[config.mk]
export PLATFORM = sky130hd
export DESIGN_NAME = gcd_subtract
export DESIGN_NICKNAME = d
export VERILOG_FILES = /design/src/rtl/gcd_pkg.sv /design/src/rtl/gcd_datapath.sv /design/src/rtl/gcd_flags.sv /design/src/rtl/gcd_ctrl.sv /design/src/rtl/gcd_subtract.sv
export SDC_FILE = /design/constraint.sdc
export NUM_CORES = 1
export LEC_CHECK = 0
export ABC_AREA = 1
export BUFFER_PORTS_ARGS = -buffer_cell sky130_fd_sc_hd__clkbuf_2
export CORE_UTILIZATION = 40
export DETAILED_ROUTE_END_ITERATION = 8
export SLEW_MARGIN = 40
export SYNTH_ARGS = -nofsm -noshare
export SYNTH_HDL_FRONTEND = slang
export SYNTH_SLANG_ARGS = --single-unit
[constraint.sdc]
create_clock -name clk -period 2.5 [get_ports clk]
set_input_delay 0.125 -clock clk [delete_from_list [all_inputs] [get_ports clk]]
set_output_delay 0.125 -clock clk [all_outputs]
set_load 0.1 [all_outputs]
[src/rtl/gcd_pkg.sv]
package gcd_pkg;

    typedef enum logic [1:0] {
        ST_IDLE  = 2'd0,
        ST_CHECK = 2'd1,
        ST_STEP  = 2'd2,
        ST_DONE  = 2'd3
    } gcd_state_e;

    typedef struct packed {
        gcd_state_e state;
    } ctrl_regs_t;

    typedef struct packed {
        logic less;
        logic yzero;
    } flag_regs_t;

endpackage

[src/rtl/gcd_datapath.sv]
module gcd_datapath #(
    parameter int WIDTH = 32
) (
    input  logic             clk,
    input  logic             rst,
    input  logic             load_i,
    input  logic [WIDTH-1:0] a_i,
    input  logic [WIDTH-1:0] b_i,
    input  logic             x_en_i,
    input  logic             y_en_i,
    input  logic             sel_diff_i,
    output logic [WIDTH-1:0] x_o,
    output logic [WIDTH-1:0] y_o,
    output logic             less_o,
    output logic             yzero_o
);
    localparam int EXT_W = WIDTH + 1;

    typedef struct packed {
        logic [WIDTH-1:0] x;
        logic [WIDTH-1:0] y;
    } dp_regs_t;

    dp_regs_t         regs_d, regs_q;
    logic [EXT_W-1:0] diff_ext;
    logic [WIDTH-1:0] x_mux;

    // Widened subtractor: the extra top bit is the borrow, i.e. X below Y.
    always_comb begin
        diff_ext = {1'b0, regs_q.x} - {1'b0, regs_q.y};
        x_mux    = sel_diff_i ? diff_ext[WIDTH-1:0] : regs_q.y;
        regs_d   = regs_q;
        if (load_i) begin
            regs_d.x = a_i;
            regs_d.y = b_i;
        end else begin
            if (x_en_i) regs_d.x = x_mux;
            if (y_en_i) regs_d.y = regs_q.x;
        end
    end

    always_ff @(posedge clk) begin
        if (rst) regs_q <= '0;
        else     regs_q <= regs_d;
    end

    assign x_o     = regs_q.x;
    assign y_o     = regs_q.y;
    assign less_o  = diff_ext[EXT_W-1];
    assign yzero_o = (regs_q.y == '0);

    AST_SWAP_CROSS: assert property (@(posedge clk) disable iff (rst)
        (x_en_i && y_en_i && !sel_diff_i && !load_i) |=> (regs_q.x == $past(regs_q.y) && regs_q.y == $past(regs_q.x)));
    AST_SUB_STEP: assert property (@(posedge clk) disable iff (rst)
        (x_en_i && !y_en_i && sel_diff_i && !load_i) |=> (regs_q.x == $past(regs_q.x) - $past(regs_q.y)));
    AST_Y_HOLD: assert property (@(posedge clk) disable iff (rst)
        (!y_en_i && !load_i) |=> $stable(regs_q.y));

endmodule

[src/rtl/gcd_flags.sv]
module gcd_flags #(
    parameter int WIDTH = 32
) (
    input  logic             clk,
    input  logic             rst,
    input  logic             less_i,
    input  logic             yzero_i,
    input  logic [WIDTH-1:0] x_i,
    input  logic [WIDTH-1:0] y_i,
    output logic             less_q_o,
    output logic             yzero_q_o
);
    import gcd_pkg::*;

    flag_regs_t flags_d, flags_q;

    always_comb begin
        flags_d.less  = less_i;
        flags_d.yzero = yzero_i;
    end

    always_ff @(posedge clk) begin
        if (rst) flags_q <= '0;
        else     flags_q <= flags_d;
    end

    assign less_q_o  = flags_q.less;
    assign yzero_q_o = flags_q.yzero;

    AST_LESS_FLAG: assert property (@(posedge clk) disable iff (rst)
        1'b1 |=> (flags_q.less == ($past(x_i) < $past(y_i))));
    AST_ZERO_FLAG: assert property (@(posedge clk) disable iff (rst)
        1'b1 |=> (flags_q.yzero == ($past(y_i) == '0)));

endmodule

[src/rtl/gcd_ctrl.sv]
module gcd_ctrl (
    input  logic clk,
    input  logic rst,
    input  logic start_i,
    input  logic less_q_i,
    input  logic yzero_q_i,
    output logic load_o,
    output logic x_en_o,
    output logic y_en_o,
    output logic sel_diff_o,
    output logic ready_o,
    output logic done_o
);
    import gcd_pkg::*;

    ctrl_regs_t ctl_d, ctl_q;

    always_comb begin
        ctl_d      = ctl_q;
        load_o     = 1'b0;
        x_en_o     = 1'b0;
        y_en_o     = 1'b0;
        sel_diff_o = 1'b0;
        unique case (ctl_q.state)
            ST_IDLE: begin
                if (start_i) begin
                    load_o      = 1'b1;
                    ctl_d.state = ST_CHECK;
                end
            end
            ST_CHECK: ctl_d.state = ST_STEP;
            ST_STEP: begin
                if (yzero_q_i) begin
                    ctl_d.state = ST_DONE;
                end else begin
                    x_en_o      = 1'b1;
                    y_en_o      = less_q_i;
                    sel_diff_o  = !less_q_i;
                    ctl_d.state = ST_CHECK;
                end
            end
            ST_DONE: ctl_d.state = ST_IDLE;
            default: ctl_d.state = ST_IDLE;
        endcase
    end

    always_ff @(posedge clk) begin
        if (rst) ctl_q.state <= ST_IDLE;
        else     ctl_q       <= ctl_d;
    end

    assign ready_o = (ctl_q.state == ST_IDLE);
    assign done_o  = (ctl_q.state == ST_DONE);

    AST_DONE_PULSE: assert property (@(posedge clk) disable iff (rst)
        done_o |=> (!done_o && ready_o));
    AST_BUSY_START: assert property (@(posedge clk) disable iff (rst)
        (!ready_o && !done_o && start_i) |=> !ready_o);

endmodule

[src/rtl/gcd_subtract.sv]
module gcd_subtract #(
    parameter int WIDTH = 32
) (
    input  logic             clk,
    input  logic             rst,
    input  logic             start_i,
    input  logic [WIDTH-1:0] a_i,
    input  logic [WIDTH-1:0] b_i,
    output logic             ready_o,
    output logic             done_o,
    output logic [WIDTH-1:0] result_o
);
    logic             load, x_en, y_en, sel_diff;
    logic             less_c, yzero_c, less_q, yzero_q;
    logic [WIDTH-1:0] x_val, y_val;

    gcd_datapath #(.WIDTH(WIDTH)) u_dp (
        .clk        (clk),
        .rst        (rst),
        .load_i     (load),
        .a_i        (a_i),
        .b_i        (b_i),
        .x_en_i     (x_en),
        .y_en_i     (y_en),
        .sel_diff_i (sel_diff),
        .x_o        (x_val),
        .y_o        (y_val),
        .less_o     (less_c),
        .yzero_o    (yzero_c)
    );

    gcd_flags #(.WIDTH(WIDTH)) u_flags (
        .clk       (clk),
        .rst       (rst),
        .less_i    (less_c),
        .yzero_i   (yzero_c),
        .x_i       (x_val),
        .y_i       (y_val),
        .less_q_o  (less_q),
        .yzero_q_o (yzero_q)
    );

    gcd_ctrl u_ctrl (
        .clk        (clk),
        .rst        (rst),
        .start_i    (start_i),
        .less_q_i   (less_q),
        .yzero_q_i  (yzero_q),
        .load_o     (load),
        .x_en_o     (x_en),
        .y_en_o     (y_en),
        .sel_diff_o (sel_diff),
        .ready_o    (ready_o),
        .done_o     (done_o)
    );

    assign result_o = x_val;

    AST_DONE_YZERO: assert property (@(posedge clk) disable iff (rst)
        done_o |-> (y_val == '0));
    AST_LOAD_TAKEN: assert property (@(posedge clk) disable iff (rst)
        (ready_o && start_i) |=> (!ready_o && x_val == $past(a_i) && y_val == $past(b_i)));

endmodule

==> results by stage, run 1 <==
Route:
- After detailed routing, the wire length on met1 is 9019 um.
- The highest signal layer in the routed design is met4.
- The starting DRC count in detailed routing is 342.
- The detail-routed via count per cell is 4.931.
- The total length of routed wires is 18180 um.
- The number of routed nets with antenna violations is 0.
- Detailed routing placed a total of 8000 um of wire on met2.
- The routed layout has 6307 vias.
- The first-pass detailed-route iteration total is 7.
- After detailed routing, the average wire length per cell comes to 14.22 um.
- The number of DRC violations after detailed routing is 0.
- In the detailed route, the total length drawn on met3 is 906 um.

Power and ir drop:
- Of the total power, registers draw 0.241.
- In this run the power spent charging and discharging nets is 2519 uW.
- Across the VDD grid, the largest voltage drop is 0.4176 mV.
- The internal portion of the total power is 3003 uW.
- Dividing total power by cell area gives a power density of 804.5 mW/mm^2.
- The analysis attributes to cell leakage a power of 0.003613 uW.
- The share of total power dissipated in the clock network is 0.270.
- The net switching share of the total power is 0.4562.
- Of the total power, combinational logic draws 0.490.

Logic synthesis:
- Of the total synthesized cell area, the portion taken by full adders, half adders and majority gates is 0.07117.
- Yosys mapped a number of flops with a built-in enable equal to 0.
- The portion of synthesized area spent on multiplexers is 0.
- After synthesis the netlist holds a flip-flop and latch count of 68.
- Counting flops with an async set or reset pin after synthesis yields a share of 0.
- Of the synthesized area, sequential elements account for 0.2305.
- The basic-gate share of the synthesized area counting and, or, nand and nor cells is 0.3499.
- Counting every net in the synthesized netlist gives 1108.
- The number of different library cells in the post-synthesis netlist is 37.
- The primary flip-flop cell chosen by synthesis mapping is dfxtp_1.
- The area of the mapped netlist is between 0.005 and 0.006 mm^2.
- The average cell area after synthesis is about 5.9 um^2.
- After synthesis, the largest family of logic cells by area is simple AND/OR/NAND/NOR gates.
- The compound-gate portion of the synthesized area is 0.1841.
- The Yosys step of the flow raised 0 warnings.
- The cell count after synthesis came out at 1008.
- Of the total synthesized cell area, the portion taken by XOR and XNOR cells is 0.01928.

Setup path:
- The category of the most critical setup path is flip-flop to flip-flop.
- STA classifies the critical path startpoint as a flip-flop.
- The flop-to-flop setup slack is around 0.37 ns.
- The endpoint of the most critical register-to-register path is u_dp.x_o[20]$_SDFFE_PP0P_.
- The depth of the most critical reg-to-reg path is 14.
- The launching element of the worst setup path is u_dp.x_o[0]$_SDFFE_PP0P_.
- The most critical setup path has its endpoint at u_dp.x_o[20]$_SDFFE_PP0P_.
- The arrival time at the worst endpoint is 2.41 ns.
- Data on the critical path is required at its endpoint by 2.78 ns.
- The worst register-to-register path begins at u_dp.x_o[0]$_SDFFE_PP0P_.
- The worst setup path is captured at a flip-flop.
- The worst-path maximum fanout is 4.

Hold path:
- The min-delay analysis places its worst path in the category primary input to flip-flop.
- In this run the most critical hold path is launched from b_i[27].

Global route:
- The via count of the first global-routing pass is 5916.
- The total overflow reported by the global router is 0.
- The number of antenna violations at the first check in global routing came to 0.
- Entering global routing, the biggest net connects 64 pins.
- The global-route total usage across every layer is 0.2563.
- The first global-routing pass estimated ~30000 um of wire.

Finish:
- The number of nets at the end of the flow is 1190.
- The multi-input combinational cells in the finished layout cover a total of 0.003689 mm^2.
- The number of fill cells is 1576.
- Summing all flip-flop and latch instances after layout gives 0.001364 mm^2.
- The signed area change from the synthesized netlist to the final layout is 16.20%.
- The number of antenna diodes in the final layout is 0.
- The share of cells above drive strength 1 is 0.1507.

Timing:
- The setup violation total in the final timing report is 0.
- Across the routed clock network, the largest skew measured is between 0.008 and 0.009 ns.
- The total count of max-transition violations in the final report was 0.
- After routing, the total negative slack on setup checks comes to 0 ns.
- Derived from the worst setup path, the maximum achievable clock frequency is 0.4692 GHz.
- Of the available clock period, the critical path in the final layout requires 0.8526.
- The worst pin sits at a relative slew slack of 0.5154.
- Setup repair after global routing left no endpoint under its margin.
- The hold violation total from the final report came to 0.
- The clock period minus final worst setup slack is 2.131 ns.
- For the pin with the worst max-slew slack, the measured transition is 0.7259 ns.
- The final worst slack is 0.3685 ns.

Outcome:
- The flow ran to the end, and the final reports show no timing, DRC or antenna violations.

Placed design:
- The HPWL after detailed placement is 13690 um.
- In this run the tool buffered the top-level ports with 100 buffer cells.
- The weighted congestion reported at the end of routability-driven placement is 0.9521.
- Timing analysis after detailed placement gives a worst setup slack of 0.3437 ns.

Clock tree:
- The number of buffers on the longest clock path is 2.
- The number of buffers inserted by post-CTS setup repair is 0.
- The clock buffer count from CTS is 9.
- The clock transition at the registers of the reported paths is 0.06 ns.
- After clock tree synthesis, the flow added hold-fix buffers numbering 0.
- The count of instances resized after the clock tree is built is 0.
- Clock tree synthesis found a total of between 60 and 70 sinks.
- The tree is rooted in a clkbuf_16.
- The H-tree depth is 3.
- The CTS tree is done.
- The clock reaches the later pin of the worst-skew pair after between 0.3 and 0.4 ns.

Die:
- The core region is 0.01448 mm^2.
- The die is 123.5 um tall.
- For this configuration, the core starts out at a cell density of 0.4080.
- The die boundary width is 123.5 um.
- The die area is 0.01526 mm^2.
- The floorplan row count is 44.
- The number of ports placed on the die boundary is between 100 and 150.

Run:
- The max capacitance violation total is 0.
[cells by family (layout without fill, tap and decap cells)]
| logic type | after synthesis | after routing |
|---|---|---|
| flops | 68 | 68 |
| xor+xnor | 13 | 13 |
| simple gates | 490 | 490 |
| fa+ha+maj | 33 | 33 |
| compound gates | 196 | 196 |
| buf+inv | 208 | 295 |
[cells in the mapped netlist, types with 3 or more instances]
master	n	area, um^2
nor2_2	6	37.54
o21bai_1	8	60.06
a21oi_1	68	340.3
nand2_2	7	43.79
buf_2	12	60.06
nand3_1	40	200.2
or2_2	7	43.79
nor3_1	4	20.02
o211ai_1	6	45.04
xnor2_1	9	78.83
xor2_1	4	35.03
dfxtp_1	68	1361
o21ai_1	40	200.2
nand4_1	8	50.05
a31oi_1	36	225.2
o21ai_0	33	165.2
nand3_2	5	50.05
ha_1	32	400.4
nor2_1	42	157.7
a21oi_2	3	26.28
nand2_1	357	1340
buf_6	6	67.56
clkbuf_1	18	67.56
inv_1	165	619.3
buf_4	3	22.52
nand3b_1	3	22.52
nor4_1	5	31.28
[worst max-delay path: stages, from the launching register on]
cell and delay, ns:
dfxtp_2 0.34, inv_1 0.05, ha_1 0.21, fa_1 0.41, inv_1 0.11, nand3_1 0.07
nand3_1 0.14, nand3_1 0.11, nand3_2 0.12, nand2_1 0.11, nand3b_1 0.09, nand3_1 0.07
nand2_1 0.07, nand2_1 0.05, a21oi_1 0.11
[placed cells by master (no fill, tap or decap), types with 2 or more instances in the layout]
| cell | count |
|---|---|
| nand3_1 | 40 |
| o211ai_1 | 6 |
| or2_2 | 7 |
| o21ai_0 | 33 |
| nand3_2 | 5 |
| a21oi_1 | 68 |
| nand4_1 | 8 |
| nor4_1 | 5 |
| o21bai_1 | 8 |
| clkinvlp_4 | 3 |
| nand2_2 | 7 |
| nand2_1 | 357 |
| nand3b_1 | 3 |
| o21ai_1 | 40 |
| clkbuf_2 | 100 |
| nor2_1 | 42 |
| nand2_4 | 2 |
| dfxtp_2 | 2 |
| xor2_1 | 4 |
| nor3_1 | 4 |
| buf_12 | 2 |
| nor2_2 | 6 |
| a31oi_1 | 36 |
| inv_2 | 2 |
| dfxtp_1 | 66 |
| inv_1 | 165 |
| inv_4 | 2 |
| xnor2_1 | 9 |
| buf_4 | 8 |
| a21oi_2 | 3 |
| ha_1 | 32 |
| clkbuf_16 | 9 |
| bufinv_16 | 3 |
[stage by stage]
stage / power (uW) / util / hold WS (ns) / area, um^2 / std cells
finish: 5522 / 0.4741 / 0.01965 / 6864 / 1279
global route: 5950 / 0.4741 / 0.02351 / 6864 / 1279
CTS: 5537 / 0.4741 / 0.01372 / 6864 / 1279
detailed placement: 4029 / 0.4505 / 0.3802 / 6523 / 1263
global placement: 4030 / 0.4505 / 0.3796 / 6523 / 1263
floorplan: 3408 / - / 0.2807 / 5909 / 1008
[area by class of cell]
cell class,instances,share of cell area
Clock inverter,6,0.01641
Multi-Input combinational cell,732,0.5374
Clock buffer,10,0.03336
Tap cell,184,0.03354
Sequential cell,68,0.1987
Timing Repair Buffer,110,0.08750
Inverter,169,0.09315
[power by group through the flow]
| stage | Clock [uW] | Combinational, uW | Sequential [uW] |
|---|---|---|---|
| final | 1490 | 2700 | 1330 |
| after global routing | 1560 | 3050 | 1350 |
| after CTS | 1510 | 2700 | 1330 |
| after detailed placement | 0 | 2680 | 1350 |
| after global placement | 0 | 2680 | 1350 |
| after floorplan | 0 | 1770 | 1640 |
[metal layers]
metal  up-vias  GRT usage
li1       3367          -
met1      2774     0.3467
met2       147     0.4169
met3        19    0.03967
met4         0    0.07756
met5         -          0
[registers in the layout, summed over array words and instances (netlist names)]
name               flops
u_dp.x_o              32
u_flags.less_q_o       1
u_dp.y_o              32
u_ctrl.ctl_q           2
u_flags.yzero_q_o      1
[worst min-delay path by stage]
stage / endpoint / depth (start not counted) / slack [ns]
floorplan: u_dp.x_o[0]$_SDFFE_PP0P_ / 2 / 0.28
global placement: u_dp.x_o[0]$_SDFFE_PP0P_ / 3 / 0.38
detailed placement: u_dp.x_o[1]$_SDFFE_PP0P_ / 3 / 0.38
CTS: u_dp.x_o[4]$_SDFFE_PP0P_ / 3 / 0.01
global route: u_dp.x_o[1]$_SDFFE_PP0P_ / 3 / 0.02
finish: u_dp.y_o[27]$_SDFFE_PP0P_ / 3 / 0.02
No activity file was read; power rests on OpenSTA's default activity.
==> run 2: changes to the inputs <==
- CTS_BUF_LIST: default -> sky130_fd_sc_hd__clkbuf_16
==> results by stage, run 2 (synthesis results as in run 1) <==
Timing:
- Setup repair after global routing missed its margin: false (unchanged).
- The worst-margin pin slew came to 0.7388 ns (was 0.7259 ns).
- The clock period minus final worst setup slack is 2.129 ns (was 2.131 ns).
- The setup total negative slack came to 0 ns (unchanged).
- The hold violation total from the final report was 0 (unchanged).
- The total count of max-transition violations in the final report is 0 (unchanged).
- The final worst slack was 0.3710 ns (was 0.3685 ns).
- The setup violation total in the final timing report is 0 (unchanged).
- The portion of the clock cycle consumed by the worst path in the final layout is 0.8516 (was 0.8526).
- The clock tree skew after final layout is 0.008923 ns (was 0.008986 ns).
- The fmax is 0.4697 GHz (was 0.4692 GHz).
- The normalized max-slew margin is 0.5067 (was 0.5154).

Setup path:
- The arrival time at the worst endpoint is 2.41 ns (about the same).
- The type of element capturing the critical path is a flip-flop (unchanged).
- The cell type group with the largest total delay on the critical path is simple AND/OR/NAND/NOR gates (unchanged).
- The launching element type of the critical path is a flip-flop (unchanged).
- The worst path buffer plus inverter count is 2 (unchanged).
- The category of the most critical setup path is flip-flop to flip-flop (unchanged).
- The peak per-stage delay on the critical path came to 0.41 ns (about the same).
- The slowest stage cell on the critical path is fa_1 (unchanged).
- The worst-path maximum fanout is 4 (unchanged).
- The worst path required time came to 2.78 ns (about the same).
- The most frequent cell on the critical path is nand3_1 (unchanged).
- Cells along the critical path: inv_1, ha_1, fa_1, inv_1, nand3_1, nand3_1, nand3_1, nand3_2, nand2_1, nand3b_1, nand3_1, nand2_1, nand2_1, a21oi_1 (unchanged).

Placed design:
- The weighted congestion reported at the end of routability-driven placement is 0.9521 (unchanged).
- The total of buffers placed on input and output ports is 100 (unchanged).
- The total half-perimeter wirelength after legalization and detailed placement came to 13690 um (unchanged).
- The worst setup timing slack at the placement stage is 0.3437 ns (unchanged).

Finish:
- Commonest non-fill, non-tap cells in the layout: 357 x nand2_1, 166 x inv_1, 100 x clkbuf_2, 68 x a21oi_1, 66 x dfxtp_1 (was 357 x nand2_1, 165 x inv_1, 100 x clkbuf_2, 68 x a21oi_1, 66 x dfxtp_1).
- The number of antenna repair diodes was 0 (unchanged).
- The number of nets at the end of the flow is 1190 (unchanged).
- The share of cells above drive strength 1 is 0.1507 (unchanged).
- The signed area change from the synthesized netlist to the final layout is 16.20% (unchanged).
- The leading cell type in the layout, fill and taps excluded is nand2_1 (unchanged).

Die:
- The effective utilization at floorplan is 0.4080 (unchanged).
- The die area is 0.01526 mm^2 (unchanged).
- The number of ports placed on the die boundary is 101 (unchanged).
- The y dimension of the die is 123.5 um (unchanged).
- The die boundary width is 123.5 um (unchanged).
- The floorplan row count is 44 (unchanged).
- The core area came to 0.01448 mm^2 (unchanged).

Route:
- The total length of routed wires is 18210 um (was 18180 um).
- The starting DRC count in detailed routing is 342 (unchanged).
- The detail-routed net length per standard cell was 14.23 um (was 14.22 um).
- The detail-routed via count per cell is 4.952 (was 4.931).
- The number of routed nets with antenna violations was 0 (unchanged).
- The number of DRC violations after detailed routing came to 0 (unchanged).
- The number of vias after detailed routing is 6333 (was 6307).
- The first-pass detailed-route iteration total came to 7 (unchanged).

Clock tree:
- The insertion delay of the later-clocked pin in the worst-skew pair is 0.35 ns (about the same).
- The clock tree root buffer cell is clkbuf_16 (unchanged).
- The clock buffer count from CTS is 9 (unchanged).
- The clock transition at the registers of the reported paths is 0.06 ns (about the same).
- The number of buffers inserted by post-CTS setup repair was 0 (unchanged).
- The number of buffers on the longest clock path is 2 (unchanged).
- The count of instances resized after the clock tree is built is 0 (unchanged).
- The CTS tree is done (unchanged).
- The clock sink count is 68 (unchanged).
- The H-tree depth is 3 (unchanged).
- The cts-stage hold buffer count came to 0 (unchanged).

Global route:
- The maximum number of pins on one net before global-route repair is 64 (unchanged).
- The global-route total usage across every layer was 0.2563 (unchanged).
- The number of antenna violations at the first check in global routing is 0 (unchanged).
- The total overflow reported by the global router was 0 (unchanged).
- The via count of the first global-routing pass came to 5916 (unchanged).
- The first-pass GRT wire length was 29900 um (unchanged).

Power and ir drop:
- The cell leakage power came to 0.003617 uW (was 0.003613 uW).
- The post-layout total power is 5520 uW (was 5522 uW).
- The highest ir drop seen on vdd is 0.4178 mV (was 0.4176 mV).
- The power density of the placed cells is 804.2 mW/mm^2 (was 804.5 mW/mm^2).

Hold path:
- The worst min-delay path category is primary input to flip-flop (unchanged).

Run:
- The max capacitance violation total is 0 (unchanged).

Outcome:
- Status: finished clean (unchanged).
==> run 2: changes by cell type in the layout (fill, tap and decap cells not counted), sizes merged <==
cell	delta
clkbuf	-1
inv	+1
==> run 2: routing by layer <==
layer	vias to the layer above	wire length [um]	track usage
met5	-	0	0
met4	0	288	0.07756
met3	21	811	0.03967
met2	150	7992	0.4169
met1	2795	9113	0.3467
li1	3367	-	-
==> run 2: power by group <==
group | switching [uW] | internal (uW) | total [uW] | leakage (uW)
sequential | 124 | 1200 | 1330 | 0.000560
combinational | 1880 | 824 | 2710 | 0.00290
clock | 515 | 970 | 1480 | 0.000159
==> run 2: layout make-up <==
cell class	count	area, um^2
tap	184	230.2
timing repair buffer	110	600.6
clock inverter	7	116.4
multi-input combinational	732	3689
fill	1576	7615
clock buffer	9	225.2
sequential	68	1364
inverter	169	639.4
==> run 2: through the flow <==
| stage | utilization | hold WS, ns | area, um^2 | instances |
|---|---|---|---|---|
| after floorplan | - | 0.2807 | 5909 | 1008 |
| after global placement | 0.4505 | 0.3796 | 6523 | 1263 |
| after detailed placement | 0.4505 | 0.3802 | 6523 | 1263 |
| after CTS | 0.4741 | 0.01363 | 6864 | 1279 |
| after global routing | 0.4741 | 0.02341 | 6864 | 1279 |
| final | 0.4741 | 0.01966 | 6864 | 1279 |
==> run 2: worst register-to-register path, stage by stage, from the launching register on <==
cell and delay, ns:
dfxtp_2 0.34, inv_1 0.05, ha_1 0.21, fa_1 0.41, inv_1 0.11, nand3_1 0.07
nand3_1 0.14, nand3_1 0.11, nand3_2 0.12, nand2_1 0.11, nand3b_1 0.09, nand3_1 0.07
nand2_1 0.07, nand2_1 0.05, a21oi_1 0.11
==> run 2: final timing paths <==
check                      startpoint                         to  slack, ns  cells after the start
max          u_dp.x_o[0]$_SDFFE_PP0P_  u_dp.x_o[20]$_SDFFE_PP0P_       0.37                     14
min                           b_i[27]  u_dp.y_o[27]$_SDFFE_PP0P_       0.02                      3
max reg2reg  u_dp.x_o[0]$_SDFFE_PP0P_  u_dp.x_o[20]$_SDFFE_PP0P_       0.37                     14
min reg2reg  u_dp.x_o[0]$_SDFFE_PP0P_   u_dp.y_o[0]$_SDFFE_PP0P_       0.50                      2
==> run 3: changes to the inputs <==
- CORE_UTILIZATION: 40 -> 49
- PLACE_DENSITY: default -> 0.71
==> results by stage, run 3 (synthesis results as in run 1) <==
Die:
- The effective utilization at floorplan is 0.5108 (was 0.4080).
- The core area was 0.01156 mm^2 (was 0.01448 mm^2).
- The floorplan row count is 39 (was 44).
- The die boundary width is 111.8 um (was 123.5 um).
- The y dimension of the die came to 111.8 um (was 123.5 um).
- The die area came to 0.01250 mm^2 (was 0.01526 mm^2).
- The number of ports placed on the die boundary is 101 (unchanged).

Global route:
- The number of antenna violations at the first check in global routing is 0 (unchanged).
- The via count of the first global-routing pass is 5845 (was 5916).
- The total overflow reported by the global router is 0 (unchanged).
- The maximum number of pins on one net before global-route repair was 45 (was 64).
- The global-route total usage across every layer is 0.2953 (was 0.2563).
- The first-pass GRT wire length came to 29370 um (was 29900 um).

Timing:
- The setup total negative slack is 0 ns (unchanged).
- The worst-margin pin slew is 0.7602 ns (was 0.7388 ns).
- The normalized max-slew margin was 0.4932 (was 0.5067).
- The clock tree skew after final layout came to 0.01163 ns (was 0.008923 ns).
- Setup repair after global routing missed its margin: false (unchanged).
- The setup violation total in the final timing report is 0 (unchanged).
- The hold violation total from the final report is 0 (unchanged).
- The portion of the clock cycle consumed by the worst path in the final layout is 0.8746 (was 0.8516).
- The fmax is 0.4574 GHz (was 0.4697 GHz).
- The clock period minus final worst setup slack is 2.186 ns (was 2.129 ns).
- The worst hold slack is 0.01831 ns (was 0.01966 ns).
- The total count of max-transition violations in the final report came to 0 (unchanged).

Setup path:
- The worst-path maximum fanout is 4 (unchanged).
- The peak per-stage delay on the critical path is 0.40 ns (was 0.41 ns).
- The launching element type of the critical path was a flip-flop (unchanged).
- The most frequent cell on the critical path is nand2_1 (was nand3_1).
- The category of the most critical setup path is flip-flop to flip-flop (unchanged).
- The depth of the most critical reg-to-reg path is 15 (was 14).
- The slowest stage cell on the critical path is fa_1 (unchanged).
- The worst path required time was 2.70 ns (was 2.78 ns).
- The arrival time at the worst endpoint is 2.39 ns (was 2.41 ns).
- Cells along the critical path: inv_1, ha_1, fa_1, inv_1, nand3_1, nand3_1, nand3_1, nand3_2, nand2_1, nand2_1, nand2_1, nand3_1, nand2_1, nand2_1, a21oi_1 (was inv_1, ha_1, fa_1, inv_1, nand3_1, nand3_1, nand3_1, nand3_2, nand2_1, nand3b_1, nand3_1, nand2_1, nand2_1, a21oi_1).
- The type of element capturing the critical path is a flip-flop (unchanged).

Clock tree:
- The number of buffers inserted by post-CTS setup repair is 0 (unchanged).
- The clock tree root buffer cell is clkbuf_16 (unchanged).
- The cts-stage hold buffer count is 0 (unchanged).
- The clock buffer count from CTS is 9 (unchanged).
- The insertion delay of the later-clocked pin in the worst-skew pair is 0.35 ns (about the same).
- The clock sink count is 68 (unchanged).
- The count of instances resized after the clock tree is built came to 0 (unchanged).
- The clock transition at the registers of the reported paths is 0.06 ns (about the same).
- The CTS tree is done (unchanged).
- The H-tree depth is 3 (unchanged).
- The number of buffers on the longest clock path was 2 (unchanged).

Route:
- The detail-routed via count per cell is 5.139 (was 4.952).
- The total length of routed wires was 17630 um (was 18210 um).
- The detail-routed net length per standard cell came to 14.24 um (was 14.23 um).
- The starting DRC count in detailed routing is 424 (was 342).
- The number of vias after detailed routing was 6362 (was 6333).
- The number of DRC violations after detailed routing is 8 (was 0).
- The number of routed nets with antenna violations is 0 (unchanged).
- The first-pass detailed-route iteration total is 7 (unchanged).

Finish:
- The leading cell type in the layout, fill and taps excluded is nand2_1 (unchanged).
- Commonest non-fill, non-tap cells in the layout: 357 x nand2_1, 166 x inv_1, 100 x clkbuf_2, 68 x a21oi_1, 66 x dfxtp_1 (unchanged).
- The area occupied by registers was 0.001364 mm^2 (unchanged).
- The final core utilization came to 0.5839 (was 0.4741).
- The number of fill cells was 1186 (was 1576).
- The number of nets at the end of the flow is 1190 (unchanged).
- The area taken by multi-input logic gates is 0.003689 mm^2 (unchanged).
- The signed area change from the synthesized netlist to the final layout came to 14.32% (was 16.20%).
- The summed area of non-filler cells in the final layout is 0.006753 mm^2 (was 0.006864 mm^2).
- The number of antenna repair diodes is 0 (unchanged).
- The share of cells above drive strength 1 is 0.1507 (unchanged).

Power and ir drop:
- The highest ir drop seen on vdd was 0.4209 mV (was 0.4178 mV).
- The power density of the placed cells is 787.8 mW/mm^2 (was 804.2 mW/mm^2).
- The cell leakage power came to 0.003601 uW (was 0.003617 uW).
- The post-layout total power is 5320 uW (was 5520 uW).

Hold path:
- The worst hold path depth is 3 (unchanged).
- The worst min-delay path category is primary input to flip-flop (unchanged).

Placed design:
- The total of buffers placed on input and output ports came to 100 (unchanged).
- The weighted congestion reported at the end of routability-driven placement was 0.9772 (was 0.9521).
- The cell area after placement is 0.006459 mm^2 (was 0.006523 mm^2).
- The total half-perimeter wirelength after legalization and detailed placement was 13120 um (was 13690 um).

Outcome:
- Status: complete, but fails checks (was finished clean).
- The checks that failed: design-rule violations.

Run:
- The max capacitance violation total was 0 (unchanged).
-- run 3: cell count changes in the layout (fill, tap and decap cells not counted) --
cell	before	now
buf_12	2	1
bufinv_16	3	1
clkinv_2	0	2
clkinv_4	0	2
buf_4	8	9
clkinvlp_4	3	1
-- run 3: stage by stage --
| step | instances | setup WS, ns |
|---|---|---|
| floorplan | 1008 | 0.1104 |
| global placement | 1222 | 0.3734 |
| detailed placement | 1222 | 0.3540 |
| CTS | 1238 | 0.3289 |
| global route | 1238 | 0.07185 |
| finish | 1238 | 0.3136 |
-- run 3: final cells by class --
class	count	area share
inverter	169	0.09468
clock inverter	7	0.01019
tap	143	0.02650
clock buffer	9	0.03335
timing repair buffer	110	0.08709
sequential	68	0.2020
multi-input combinational	732	0.5462
-- run 3: power breakdown --
part / total [uW] / switching [uW] / internal (uW)
Combinational: 2700 / 1880 / 821
Clock: 1290 / 524 / 768
Sequential: 1330 / 123 / 1200
-- run 3: per-layer routing --
| metal | global-route usage | wire [um] | share of wire |
|---|---|---|---|
| met5 | 0 | 0 | 0 |
| met4 | 0.07387 | 204 | 0.012 |
| met3 | 0.04899 | 936 | 0.053 |
| met2 | 0.4658 | 7693 | 0.44 |
| met1 | 0.4166 | 8790 | 0.50 |
-- run 3: path summary, 6_finish.rpt --
kind	startpoint	to	slack [ns]
hold / removal	b_i[2]	u_dp.y_o[2]$_SDFFE_PP0P_	0.02
hold reg to reg	u_dp.x_o[25]$_SDFFE_PP0P_	u_dp.x_o[25]$_SDFFE_PP0P_	0.51
setup reg to reg	u_dp.x_o[0]$_SDFFE_PP0P_	u_dp.x_o[28]$_SDFFE_PP0P_	0.31
setup / recovery	u_dp.x_o[0]$_SDFFE_PP0P_	u_dp.x_o[28]$_SDFFE_PP0P_	0.31
-- run 3: worst max-delay path, delay by kind of cell (launching register included) --
kind	cells	cell delay (ns)
flip-flops	1	0.35
adder cells (fa/ha/maj)	2	0.61
AO/OA/AOI/OAI	1	0.05
AND/OR/NAND/NOR	10	0.86
buffers and inverters	2	0.16
